--- src/rtl/wpg_pkg.sv ---
package wpg_pkg;
  typedef enum logic [1:0] {
    SQ_IDLE = 2'd0,
    SQ_KEY1 = 2'd1,
    SQ_KEY2 = 2'd2,
    SQ_ARM  = 2'd3
  } seq_state_t;
endpackage

--- src/rtl/wpg_seq.sv ---
module wpg_seq
  import wpg_pkg::*;
#(
  parameter int AW = 8,
  parameter int DW = 32,
  parameter logic [AW-1:0] UNL_A = 8'h18,
  parameter logic [AW-1:0] UNL_B = 8'h1C,
  parameter logic [DW-1:0] KEY1 = 32'h7123,
  parameter logic [DW-1:0] KEY2 = 32'h812A,
  parameter logic [DW-1:0] KEY3 = 32'hBEE1
) (
  input  logic          clk,
  input  logic          rst_n,
  input  logic          wr,
  input  logic [AW-1:0] addr,
  input  logic [DW-1:0] wdata,
  output logic          armed
);
  seq_state_t st_q, st_d;

  logic hit1, hit2, hit3;
  assign hit1 = wr && addr == UNL_A && wdata == KEY1;
  assign hit2 = wr && addr == UNL_B && wdata == KEY2;
  assign hit3 = wr && addr == UNL_A && wdata == KEY3;

  always_comb begin
    st_d = st_q;
    unique case (st_q)
      SQ_IDLE: if (hit1) st_d = SQ_KEY1;
      SQ_KEY1: if (hit2) st_d = SQ_KEY2; else if (wr) st_d = SQ_IDLE;
      SQ_KEY2: if (hit3) st_d = SQ_ARM;  else if (wr) st_d = SQ_IDLE;
      SQ_ARM:  if (wr)   st_d = SQ_IDLE;
      default: st_d = SQ_IDLE;
    endcase
  end

  always_ff @(posedge clk or negedge rst_n)
    if (!rst_n) st_q <= SQ_IDLE;
    else        st_q <= st_d;

  assign armed = (st_q == SQ_ARM);

  // cycles without a write leave progress untouched
  p_reads_inert_r4: assert property (@(posedge clk) disable iff (!rst_n)
    !wr |=> $stable(st_q));
  // the pass serves a single write only
  p_arm_once_r8: assert property (@(posedge clk) disable iff (!rst_n)
    armed && wr |=> !armed);
  // arming only follows the third key
  p_arm_src_r2: assert property (@(posedge clk) disable iff (!rst_n)
    $rose(armed) |-> $past(hit3));
endmodule

--- src/rtl/wpg_gate.sv ---
module wpg_gate #(
  parameter int AW = 8,
  parameter int DW = 32,
  parameter logic [AW-1:0] CTRL_A = 8'h00,
  parameter logic [AW-1:0] STAT_A = 8'h2C,
  parameter logic [AW-1:0] UNL_A = 8'h18,
  parameter logic [AW-1:0] UNL_B = 8'h1C,
  parameter int WP_BIT = 1,
  parameter int ERR_BIT = 1,
  parameter bit RESET_PROTECT = 1'b1
) (
  input  logic          clk,
  input  logic          rst_n,
  input  logic          wr,
  input  logic [AW-1:0] addr,
  input  logic [DW-1:0] wdata,
  input  logic          armed_i,
  output logic          reg_we,
  output logic          wp_q,
  output logic          err_q
);
  logic is_ctl, is_st, is_unl, fwd, ctl_load, blocked;

  assign is_ctl   = (addr == CTRL_A);
  assign is_st    = (addr == STAT_A);
  assign is_unl   = (addr == UNL_A) || (addr == UNL_B);
  assign fwd      = wr && !is_unl && !is_st;
  assign ctl_load = wr && is_ctl && armed_i;
  assign blocked  = fwd && wp_q && !ctl_load;
  assign reg_we   = fwd && !blocked;

  always_ff @(posedge clk or negedge rst_n)
    if (!rst_n)        wp_q <= RESET_PROTECT;
    else if (ctl_load) wp_q <= wdata[WP_BIT];

  always_ff @(posedge clk or negedge rst_n)
    if (!rst_n)                           err_q <= 1'b0;
    else if (blocked)                     err_q <= 1'b1;
    else if (wr && is_st && wdata[ERR_BIT]) err_q <= 1'b0;

  // no forwarded write while locked
  p_locked_no_we_r5: assert property (@(posedge clk) disable iff (!rst_n)
    reg_we && wp_q |-> armed_i);
  // a locked plain write leaves the error raised
  p_err_on_block_r6: assert property (@(posedge clk) disable iff (!rst_n)
    wr && wp_q && !armed_i && !is_unl && !is_st |=> err_q);
  // error is sticky until a status write
  p_err_sticky_r6: assert property (@(posedge clk) disable iff (!rst_n)
    err_q && !(wr && is_st) |=> err_q);
  // the flag moves only through an armed pass
  p_flag_hold_r8: assert property (@(posedge clk) disable iff (!rst_n)
    !armed_i |=> $stable(wp_q));
endmodule

--- src/rtl/wp_unlock_guard.sv ---
module wp_unlock_guard #(
  parameter int AW = 8,
  parameter int DW = 32,
  parameter logic [AW-1:0] CTRL_A = 8'h00,
  parameter logic [AW-1:0] STAT_A = 8'h2C,
  parameter logic [AW-1:0] UNL_A = 8'h18,
  parameter logic [AW-1:0] UNL_B = 8'h1C,
  parameter logic [DW-1:0] KEY1 = 32'h7123,
  parameter logic [DW-1:0] KEY2 = 32'h812A,
  parameter logic [DW-1:0] KEY3 = 32'hBEE1,
  parameter bit RESET_PROTECT = 1'b1
) (
  input  logic          clk,
  input  logic          rst_n,
  input  logic          bus_wr,
  input  logic          bus_rd,
  input  logic [AW-1:0] bus_addr,
  input  logic [DW-1:0] bus_wdata,
  output logic          reg_we,
  output logic          wp_flag,
  output logic          wp_err,
  output logic          unlock_armed
);
  localparam int WP_BIT  = 1;
  localparam int ERR_BIT = 1;

  logic armed;
  logic rd_unused;
  assign rd_unused = bus_rd;

  wpg_seq #(
    .AW(AW), .DW(DW), .UNL_A(UNL_A), .UNL_B(UNL_B),
    .KEY1(KEY1), .KEY2(KEY2), .KEY3(KEY3)
  ) u_seq (
    .clk(clk), .rst_n(rst_n), .wr(bus_wr), .addr(bus_addr),
    .wdata(bus_wdata), .armed(armed)
  );

  wpg_gate #(
    .AW(AW), .DW(DW), .CTRL_A(CTRL_A), .STAT_A(STAT_A),
    .UNL_A(UNL_A), .UNL_B(UNL_B), .WP_BIT(WP_BIT), .ERR_BIT(ERR_BIT),
    .RESET_PROTECT(RESET_PROTECT)
  ) u_gate (
    .clk(clk), .rst_n(rst_n), .wr(bus_wr), .addr(bus_addr),
    .wdata(bus_wdata), .armed_i(armed), .reg_we(reg_we),
    .wp_q(wp_flag), .err_q(wp_err)
  );

  assign unlock_armed = armed;

  // unlock and status writes are never forwarded
  p_side_no_we_r10: assert property (@(posedge clk) disable iff (!rst_n)
    bus_wr && (bus_addr == UNL_A || bus_addr == UNL_B || bus_addr == STAT_A) |-> !reg_we);
  // quiet bus forwards nothing
  p_idle_no_we_r1: assert property (@(posedge clk) disable iff (!rst_n)
    !bus_wr |-> !reg_we);
endmodule

--- config.mk ---
export PLATFORM = sky130hd
export DESIGN_NAME = wp_unlock_guard
export DESIGN_NICKNAME = d
export VERILOG_FILES = /design/src/rtl/wpg_pkg.sv /design/src/rtl/wpg_seq.sv /design/src/rtl/wpg_gate.sv /design/src/rtl/wp_unlock_guard.sv
export SDC_FILE = /design/constraint.sdc
export NUM_CORES = 1
export LEC_CHECK = 0
export ABC_AREA = 0
export BUFFER_PORTS_ARGS = -buffer_cell sky130_fd_sc_hd__buf_2
export CORE_MARGIN = 10
export CORE_UTILIZATION = 28
export CTS_BUF_LIST = sky130_fd_sc_hd__clkbuf_16
export DETAILED_ROUTE_END_ITERATION = 10
export PLACE_DENSITY = 0.72
export SETUP_SLACK_MARGIN = 0.3
export SLEW_MARGIN = 20
export SYNTH_ARGS = -nofsm -noshare
export SYNTH_HDL_FRONTEND = slang
export SYNTH_SLANG_ARGS = --single-unit
export TNS_END_PERCENT = 50
--- constraint.sdc ---
create_clock -name clk -period 1.54 [get_ports clk]
set_input_delay 0.154 -clock clk [delete_from_list [all_inputs] [get_ports clk]]
set_output_delay 0.154 -clock clk [all_outputs]
set_load 0.05 [all_outputs]
Word-level counts from Yosys, hierarchy flattened

Cells that the tools add are included.
Widths: inputs -> output; s select.

Bits in registers: 4
Bits in latches: 0
RAM bits: 0
ROM bits: 0
Output and inout bits: 4
Memories: 0

Add/subtract/negate cells: 0
Multiply operators: 0
Div/mod/pow operators: 0
Magnitude comparators: 0
Equal/unequal tests: 10
Shift-type cells: 0
Mux-type cells: 7
Bitwise logic cells: 0
Reductions and logical operators: 22

Operators by type and width:

| kind                 | count |
|---|---|
| $eq 32x16->1 const B | 2 |
| $eq 32x15->1 const B | 1 |
| $eq 8x5->1 const B   | 2 |
| $logic_and 1x1->1    | 14 |
| $eq 8x6->1 const B   | 1 |
| $logic_not 8->1      | 1 |
| $mux 2               | 4 |
| $pmux 2 s4           | 1 |
| $eq 2x2->1 const B   | 2 |
| $logic_not 1->1      | 4 |
| $eq 2x1->1 const B   | 1 |
| $logic_not 2->1      | 1 |
| $mux 1               | 2 |
| $ne 2x1->1 const B   | 1 |
| $reduce_bool 2->1    | 1 |
| $logic_or 1x1->1     | 1 |

Depth between registers and ports, before layout

Gate-level depths: netlist of run 1.

Depth after elaboration: 9
Depth in mapped cells: 4
Mapped depth without buffers: 4

Cells and area by module

From an unflattened synthesis of run 1, not the netlist that was laid out.

Cell total of the unflattened synthesis: 53
Area, all modules: 457.9 µm²

By module, submodules not included:

| module   | instances | cells each | area each (µm²) | seq. area each (µm²) |
|---|---|---|---|---|
| wpg_seq  | 1         | 35         | 292.8           | 50.0 |
| wpg_gate | 1         | 18         | 165.2           | 51.3 |

Worst setup path before layout of run 1

Ideal clock, no wire load.

Path kind: flip-flop to output port
From: reg u_seq.st_q[1]
To: out reg_we
Arrival: 1.837 ns
Required time: 1.386 ns
Setup slack: -0.451 ns
Stages on the path, launching flop included: 4
Cell sequence: dfrtp_1 > and2_1 > nand4_1 > a21oi_1

Cells in the longest elaborated chain, start to end: 6

RTL lines:

| item                     | line                  | text |
|---|---|---|
| start: declaration       | wpg_seq.sv:19         | `seq_state_t st_q, st_d;` |
| start signal: assignment | wpg_seq.sv:39         | `else st_q <= st_d;` |
| $eq 2x2->1               | wpg_seq.sv:41         | `assign armed = (st_q == SQ_ARM);` |
| via unlock_armed         | wp_unlock_guard.sv:22 | `output logic unlock_armed` |
| $logic_and 1x1->1        | wpg_gate.sv:28        | `assign ctl_load = wr && is_ctl && armed_i;` |
| $logic_not 1->1          | wpg_gate.sv:29        | `assign blocked = fwd && wp_q && !ctl_load;` |
| $logic_and 1x1->1        | wpg_gate.sv:29        |  |
| $logic_not 1->1          | wpg_gate.sv:30        | `assign reg_we = fwd && !blocked;` |
| $logic_and 1x1->1        | wpg_gate.sv:30        |  |
| end: declaration         | wp_unlock_guard.sv:19 | `output logic reg_we,` |

The timed path passes the listed nets, and every way through them passes these cells.

Worst setup path in the final report of run 1

From: reg u_seq.st_q[0]
To: out reg_we

Cells in the longest elaborated chain, start to end: 6

RTL lines:

| item              | line |
|---|---|
| $eq 2x2->1        | wpg_seq.sv:41 |
| $logic_and 1x1->1 | wpg_gate.sv:28 |
| $logic_not 1->1   | wpg_gate.sv:29 |
| $logic_and 1x1->1 | wpg_gate.sv:29 |
| $logic_not 1->1   | wpg_gate.sv:30 |
| $logic_and 1x1->1 | wpg_gate.sv:30 |

Every way passes these cells.

==> results of run 1 <==
==> logic make-up (layout without fill, tap and decap cells) <==
| group | after synthesis | count (layout) | synth area share (%) |
|---|---|---|---|
| and+or+nand+nor | 32 | 32 | 54.1 |
| muxes | 1 | 1 | 2.75 |
| DFF | 4 | 4 | 24.8 |
| buffers and inverters | 3 | 56 | 2.75 |
| AOI/OAI and AO/OA | 9 | 9 | 15.6 |
==> worst register-to-register path, delay by kind of cell, from the launching register on <==
family	cells	cell delay, ns
AO/OA/AOI/OAI	2	0.29
flip-flops	1	0.39
AND/OR/NAND/NOR	2	0.72
==> power groups by stage <==
stage	registers (mW)	logic, mW	clock network (mW)
5_1_grt	0.106	0.114	0.423
3_3_place_gp	0.107	0.0967	0
2_1_floorplan	0.107	0.0304	0
6_report	0.106	0.104	0.406
3_5_place_dp	0.107	0.0987	0
4_1_cts	0.106	0.104	0.413
==> routing by layer <==
layer	up-vias	GRT usage [%]	part of all wire, %
met5	-	0	0
met4	0	3.02	0
met3	0	4.14	9.2
met2	19	15.5	53
met1	273	10.3	38
li1	307	-	-
==> synth_stat cells (2+ instances only) <==
cell      number  area share (%)
dfrtp_1        3              18
inv_1          3             2.8
nand2_1        6             5.5
nand4_1        2             3.1
nand4b_1       2             4.3
nor3_1         2             2.4
nor4_1         5             7.6
o21ai_0        4             4.9
or4_1          3             5.5
==> sequential cells by signal, indices dropped and copies added (netlist names) <==
register,count
u_seq.st_q,2
u_gate.err_q,1
u_gate.wp_q,1
==> area by class of cell <==
type	count	area (um^2)	share of cell area, %
clock buffers	3	75.1	9.40
flip-flops and latches	4	101	12.7
clock inverters	1	3.75	0.470
repair buffers	49	265	33.2
inverters	3	11.3	1.41
well taps	15	18.8	2.35
multi-input cells	42	323	40.4
==> cells in the final DEF (no fill, tap or decap), types with 2 or more instances in the layout <==
cell type  instances
inv_1              4
nand2_1            6
or4_1              3
o21ai_0            3
nand4_1            2
nor3_1             2
buf_2             45
nand4b_1           2
nor4_1             5
dfrtp_1            3
buf_6              2
clkbuf_16          3
==> worst max-delay path by stage <==
stage               slack [ns]             to  cells after the start           from
floorplan                 0.13  u_seq.st_q[1]                      4  u_seq.st_q[0]
global route             -0.02         reg_we                      5  u_seq.st_q[0]
CTS                       0.03         reg_we                      5  u_seq.st_q[0]
global placement        -0.001  u_seq.st_q[0]                      5  bus_wdata[17]
finish                    0.03         reg_we                      5  u_seq.st_q[0]
detailed placement      -0.009  u_seq.st_q[0]                      5  bus_wdata[17]
==> repair_timing <==
action	4_1_cts	5_1_grt
hold endpoints to repair	4	0
resized for setup	2	2
hold buffers	1	0
pin swaps	3	1
gates cloned	0	0
endpoints found under the setup margin	4	5
==> summary.txt, run 1 <==
Yosys
  – Number of synthesized flops with an enable pin: 0
  – Synth cell types: 28
  – Post-synthesis sequential area ratio: 24.8%
  – Post-synth top flop: dfrtp_1
  – YS warnings: 0
  – Async set-reset flop share out of synthesis: 100%
  – Netlist Area Pre-Place: roughly 410 um^2
  – FF+latch count, synth: 4
  – Gate Count Post-Synth: 49
  – Mean post-synth cell area: 8.35 um^2
  – Syn_nets: 93

Critical path
  – Crit path kind: reg2out
  – Crit path capture type: output pin
  – Most frequent CP cell: buf_6
  – FF-to-FF setup slack: around 0.08 ns
  – Delay-heaviest family, CP: flip-flops
  – CP Max Fanout: 3
  – Slowest CP cell: dfrtp_1
  – Worst path bufs/invs: 2
  – RR Endpoint: u_seq.st_q[1]
  – Reg2reg path depth: 4
  – CP peak stage delay: 0.36 ns
  – Worst path required time: around 1.4 ns
  – Origin of the critical flop-to-flop path: u_seq.st_q[0]
  – WP data arrival: roughly 1.4 ns
  – Crit start category: register
  – Critical path, cell by cell: buf_6, and2_4, nand4_1, a21oi_4, buf_6

Routing
  – Drt first-iter violations: 9
  – Drt drc: 0
  – Routed wire length: 1.77 mm
  – WL/cell: roughly 15 um
  – Pre-antenna DRT Iters: 4
  – Vias: about 600
  – Via/cell ratio: between 5 and 6
  – Routed Antenna Nets: 0

Cells and area
  – Fin util: between 50 and 60%
  – Fillers: 124
  – Nets: roughly 150
  – Cell area after layout: about 800 um^2
  – Synth-to-layout area growth: 95.1%
  – Fin cells: 117
  – Antenna diode count: 0
  – Share of layout cells above drive strength 1: between 50% and 60%

Clocking
  – Post-CTS setup buffers: 0
  – # clock sinks: 4
  – Root buffer cell: clkbuf_16
  – CTS tree: built
  – Clk buf depth: 2
  – Num CTS Buffers: 3
  – Clk_lat worst skew: between 0.2 and 0.25 ns
  – Clk slew on worst S/H paths: 0.03 ns
  – Htree depth: 1

Run status
  – Status: completed

Power
  – PD cells: around 770 nW/um^2
  – Share of power burned in registers: between 10% and 20%
  – Clk network pwr share: roughly 66%
  – Switching share of power: 18.9%
  – Pleak: between 0.3 and 0.4 nW
  – Peak VDD IR: between 0.7 and 0.8 mV
  – Total power: 0.616 mW
  – Cell internal pwr: 0.500 mW
  – Sw power: ~0.12 mW
  – Logic gate share of total power: approximately 17%

Worst hold path
  – Worst Hold End: u_gate.wp_q
  – Min-delay src: bus_wdata[1]
  – Worst hold path class: in2reg
  – Cells on Worst Hold Path: 3

Global routing
  – Largest net degree at the start of global routing: 6
  – First-pass GRT wire length: 2.64 mm
  – Initial antenna violation count: 0
  – Number of global-route vias before repair: 639
  – Global route overflow: 0
  – Overall global routing resource usage: approximately a tenth

Floorplanning
  – # IOs: 48
  – Core area: between 1000 and 1500 um^2
  – Die area: 3390 um^2
  – Die H: roughly 58 um
  – Initial Util: a little under a third
  – # rows: 13
  – Die Wd: a little under 60 um

Timing
  – RSZ-0062 raised after global routing: true
  – Final Hold Violating Endpoints: 0
  – Max Slew Vio Count: 0
  – Final min period: 1.51 ns
  – Endpoints failing setup: 0
  – TNS Setup: 0 ns
  – Worst Max-Slew Pin Slew: approximately 0.35 ns
  – F_max: between 600 and 700 MHz
  – Rel. slew slack: roughly 76%
  – Hold WS: 0.208 ns
  – Final WS setup: 0.0303 ns
  – Setup Skew: 0.00357 ns
  – Crit share post-route: 98.0%

Placed design
  – Place WS: -0.00852 ns
  – IO Port Bufs: 46
  – Area after DPL: roughly 700 um^2
  – DP HPWL: about 1.5 mm
  – # placed instances: 112
  – Placer Congestion: ~0.83

Run
  – Max-cap violations: 0
Power figures use the tool's default switching activity.
==> run 2, diff against run 1 <==
--- a/config.mk
+++ b/config.mk
@@ -8,10 +8,10 @@
 export ABC_AREA = 0
 export BUFFER_PORTS_ARGS = -buffer_cell sky130_fd_sc_hd__buf_2
 export CORE_MARGIN = 10
-export CORE_UTILIZATION = 28
+export CORE_UTILIZATION = 25
 export CTS_BUF_LIST = sky130_fd_sc_hd__clkbuf_16
 export DETAILED_ROUTE_END_ITERATION = 10
-export PLACE_DENSITY = 0.72
+export PLACE_DENSITY = 0.66
 export SETUP_SLACK_MARGIN = 0.3
 export SLEW_MARGIN = 20
 export SYNTH_ARGS = -nofsm -noshare
==> run 2 against run 1 <==
Effect of this change:
- wire length decreased by 0.91%
- global-route usage increased by 0.42 points
- sequential share of layout area decreased by 0.059 points
- clock skew about the same
- largest power group unchanged
==> summary.txt, run 2 (synthesized netlist as in run 1, its figures left out) <==
Placed design
  – DP HPWL: ~1.6 mm
  – IO Port Bufs: 46
  – Place WS: about 0.0057 ns
  – Placer Congestion: between 0.6 and 0.7
  – # placed instances: between 100 and 150

Critical path
  – Crit path kind: reg2out
  – Reg2reg path depth: 4
  – Worst path bufs/invs: 2
  – Worst path required time: 1.39 ns
  – Crit start category: register
  – Slowest CP cell: dfrtp_1
  – RR Endpoint: u_seq.st_q[1]
  – FF-to-FF setup slack: 0.07 ns
  – Critical path depth: 5
  – WP data arrival: 1.36 ns
  – Origin of the critical flop-to-flop path: u_seq.st_q[0]
  – Critical path, cell by cell: buf_4, and2_4, nand4_1, a21oi_4, buf_6
  – CP peak stage delay: around 0.35 ns
  – Delay-heaviest family, CP: flip-flops
  – CP Max Fanout: 3
  – Crit path capture type: output pin

Timing
  – Rel. slew slack: between 80% and 90%
  – Worst Max-Slew Pin Slew: between 0.2 and 0.3 ns
  – Final WS setup: a little over 0.03 ns
  – Final min period: approximately 1.5 ns
  – Setup Skew: 0.00317 ns
  – TNS Setup: 0 ns
  – F_max: around 660 MHz
  – Endpoints failing setup: 0
  – Max Slew Vio Count: 0
  – RSZ-0062 raised after global routing: true
  – Crit share post-route: a little over nine tenths
  – Final Hold Violating Endpoints: 0

Cells and area
  – Fin util: 52.6%
  – Most flops, register: u_seq.st_q
  – Share of layout cells above drive strength 1: approximately 60%
  – Most common cell after layout, fill and taps aside: buf_2
  – Nets: between 100 and 150
  – Most frequent cells in the layout: 45 x buf_2, 6 x nand2_1, 4 x o21ai_0, 4 x inv_1, 4 x nor4_1
  – Max reg flops: 2
  – Synth-to-layout area growth: 96.0%
  – Fin cells: around 120
  – Largest registers: u_seq.st_q (2), u_gate.err_q (1), u_gate.wp_q (1)
  – Antenna diode count: 0
  – Fillers: 160

Clocking
  – Clk slew on worst S/H paths: 0.03 ns
  – CTS tree: built
  – Clk buf depth: 2
  – # clock sinks: 4
  – Clk_lat worst skew: about 0.22 ns
  – Root buffer cell: clkbuf_16
  – Htree depth: 1
  – Post-CTS setup buffers: 0
  – Num CTS Buffers: 3

Run status
  – Status: completed

Worst hold path
  – Worst Hold End: u_gate.wp_q
  – Cells on Worst Hold Path: 3
  – Worst hold path class: in2reg
  – Min-delay src: bus_wdata[1]

Global routing
  – Overall global routing resource usage: about 9.7%
  – First-pass GRT wire length: roughly 2.8 mm
  – Number of global-route vias before repair: 701
  – Global route overflow: 0
  – Largest net degree at the start of global routing: 6
  – Initial antenna violation count: 0

Power
  – Pleak: slightly below 0.4 nW
  – PD cells: 772 nW/um^2
  – Peak VDD IR: around 0.67 mV
  – Total power: just over 0.6 mW

Floorplanning
  – # IOs: 48
  – # rows: 14
  – Initial Util: a little over a quarter
  – Die H: between 60 and 70 um
  – Die Wd: 60.5 um
  – Die area: ~3700 um^2
  – Core area: around 1500 um^2

Routing
  – Metal3 WL: about 170 um
  – Top Metal Used: met3
  – Drt first-iter violations: 2
  – Wl on met1: 674 um
  – Vias: 600
  – Met2 wire len: approximately 900 um
  – Routed Antenna Nets: 0
  – Routed wire length: around 1.7 mm
  – Drt drc: 0
  – WL/cell: ~15 um
  – Pre-antenna DRT Iters: 2
  – Via/cell ratio: roughly 5.1

Run
  – Max-cap violations: 0
-- run 2: cell counts in the layout (fill, tap and decap cells not counted) --
No cell type changed its count.
-- run 2: layout make-up --
type / count / area (um^2) / share of cell area [%]
clock buffers: 3 / 75.1 / 9.36
clock inverters: 1 / 3.75 / 0.468
inverters: 3 / 11.3 / 1.40
multi-input cells: 42 / 329 / 41.0
flip-flops and latches: 4 / 101 / 12.6
well taps: 16 / 20.0 / 2.50
repair buffers: 49 / 262 / 32.6
-- run 2: how the worst max path moves through the flow --
stage                        from       endpoint  slack [ns]
finish              u_seq.st_q[0]         reg_we        0.03
floorplan           u_seq.st_q[0]  u_seq.st_q[1]        0.13
detailed placement  bus_wdata[17]  u_seq.st_q[0]       0.006
global route        u_seq.st_q[0]         reg_we       0.002
global placement    bus_wdata[17]  u_seq.st_q[0]       0.006
CTS                 u_seq.st_q[0]         reg_we        0.02
-- run 2: repair_timing --
action	CTS	global route
endpoints found under the setup margin	4	4
resized for setup	2	1
hold buffers	1	0
endpoints found under the hold margin	4	0
pin swaps	3	3
-- run 2: layer usage --
| layer | GRT usage [%] | vias to the layer above |
|---|---|---|
| met2 | 17.5 | 21 |
| met1 | 9.26 | 271 |
| li1 | - | 308 |
| met5 | 0 | - |
| met3 | 5.64 | 0 |
| met4 | 2.82 | 0 |
-- run 2: stage by stage --
| stage | hold slack, ns | area (um^2) |
|---|---|---|
| floorplan | -0.142 | 435 |
| global placement | -0.0384 | 701 |
| detailed placement | -0.0360 | 701 |
| CTS | 0.195 | 796 |
| global route | 0.232 | 802 |
| finish | 0.196 | 802 |
-- run 2: power by group --
| group | switching (mW) | total (mW) | internal [mW] |
|---|---|---|---|
| Clock | 0.0740 | 0.409 | 0.335 |
| Combinational | 0.0449 | 0.104 | 0.0591 |
| Sequential | 0.0000000000000304 | 0.106 | 0.106 |
-- run 2: tightest hold or removal path, delay by kind of cell --
kind,cells,cell delay (ns)
compound gates,1,0.08
buf+inv,2,0.17
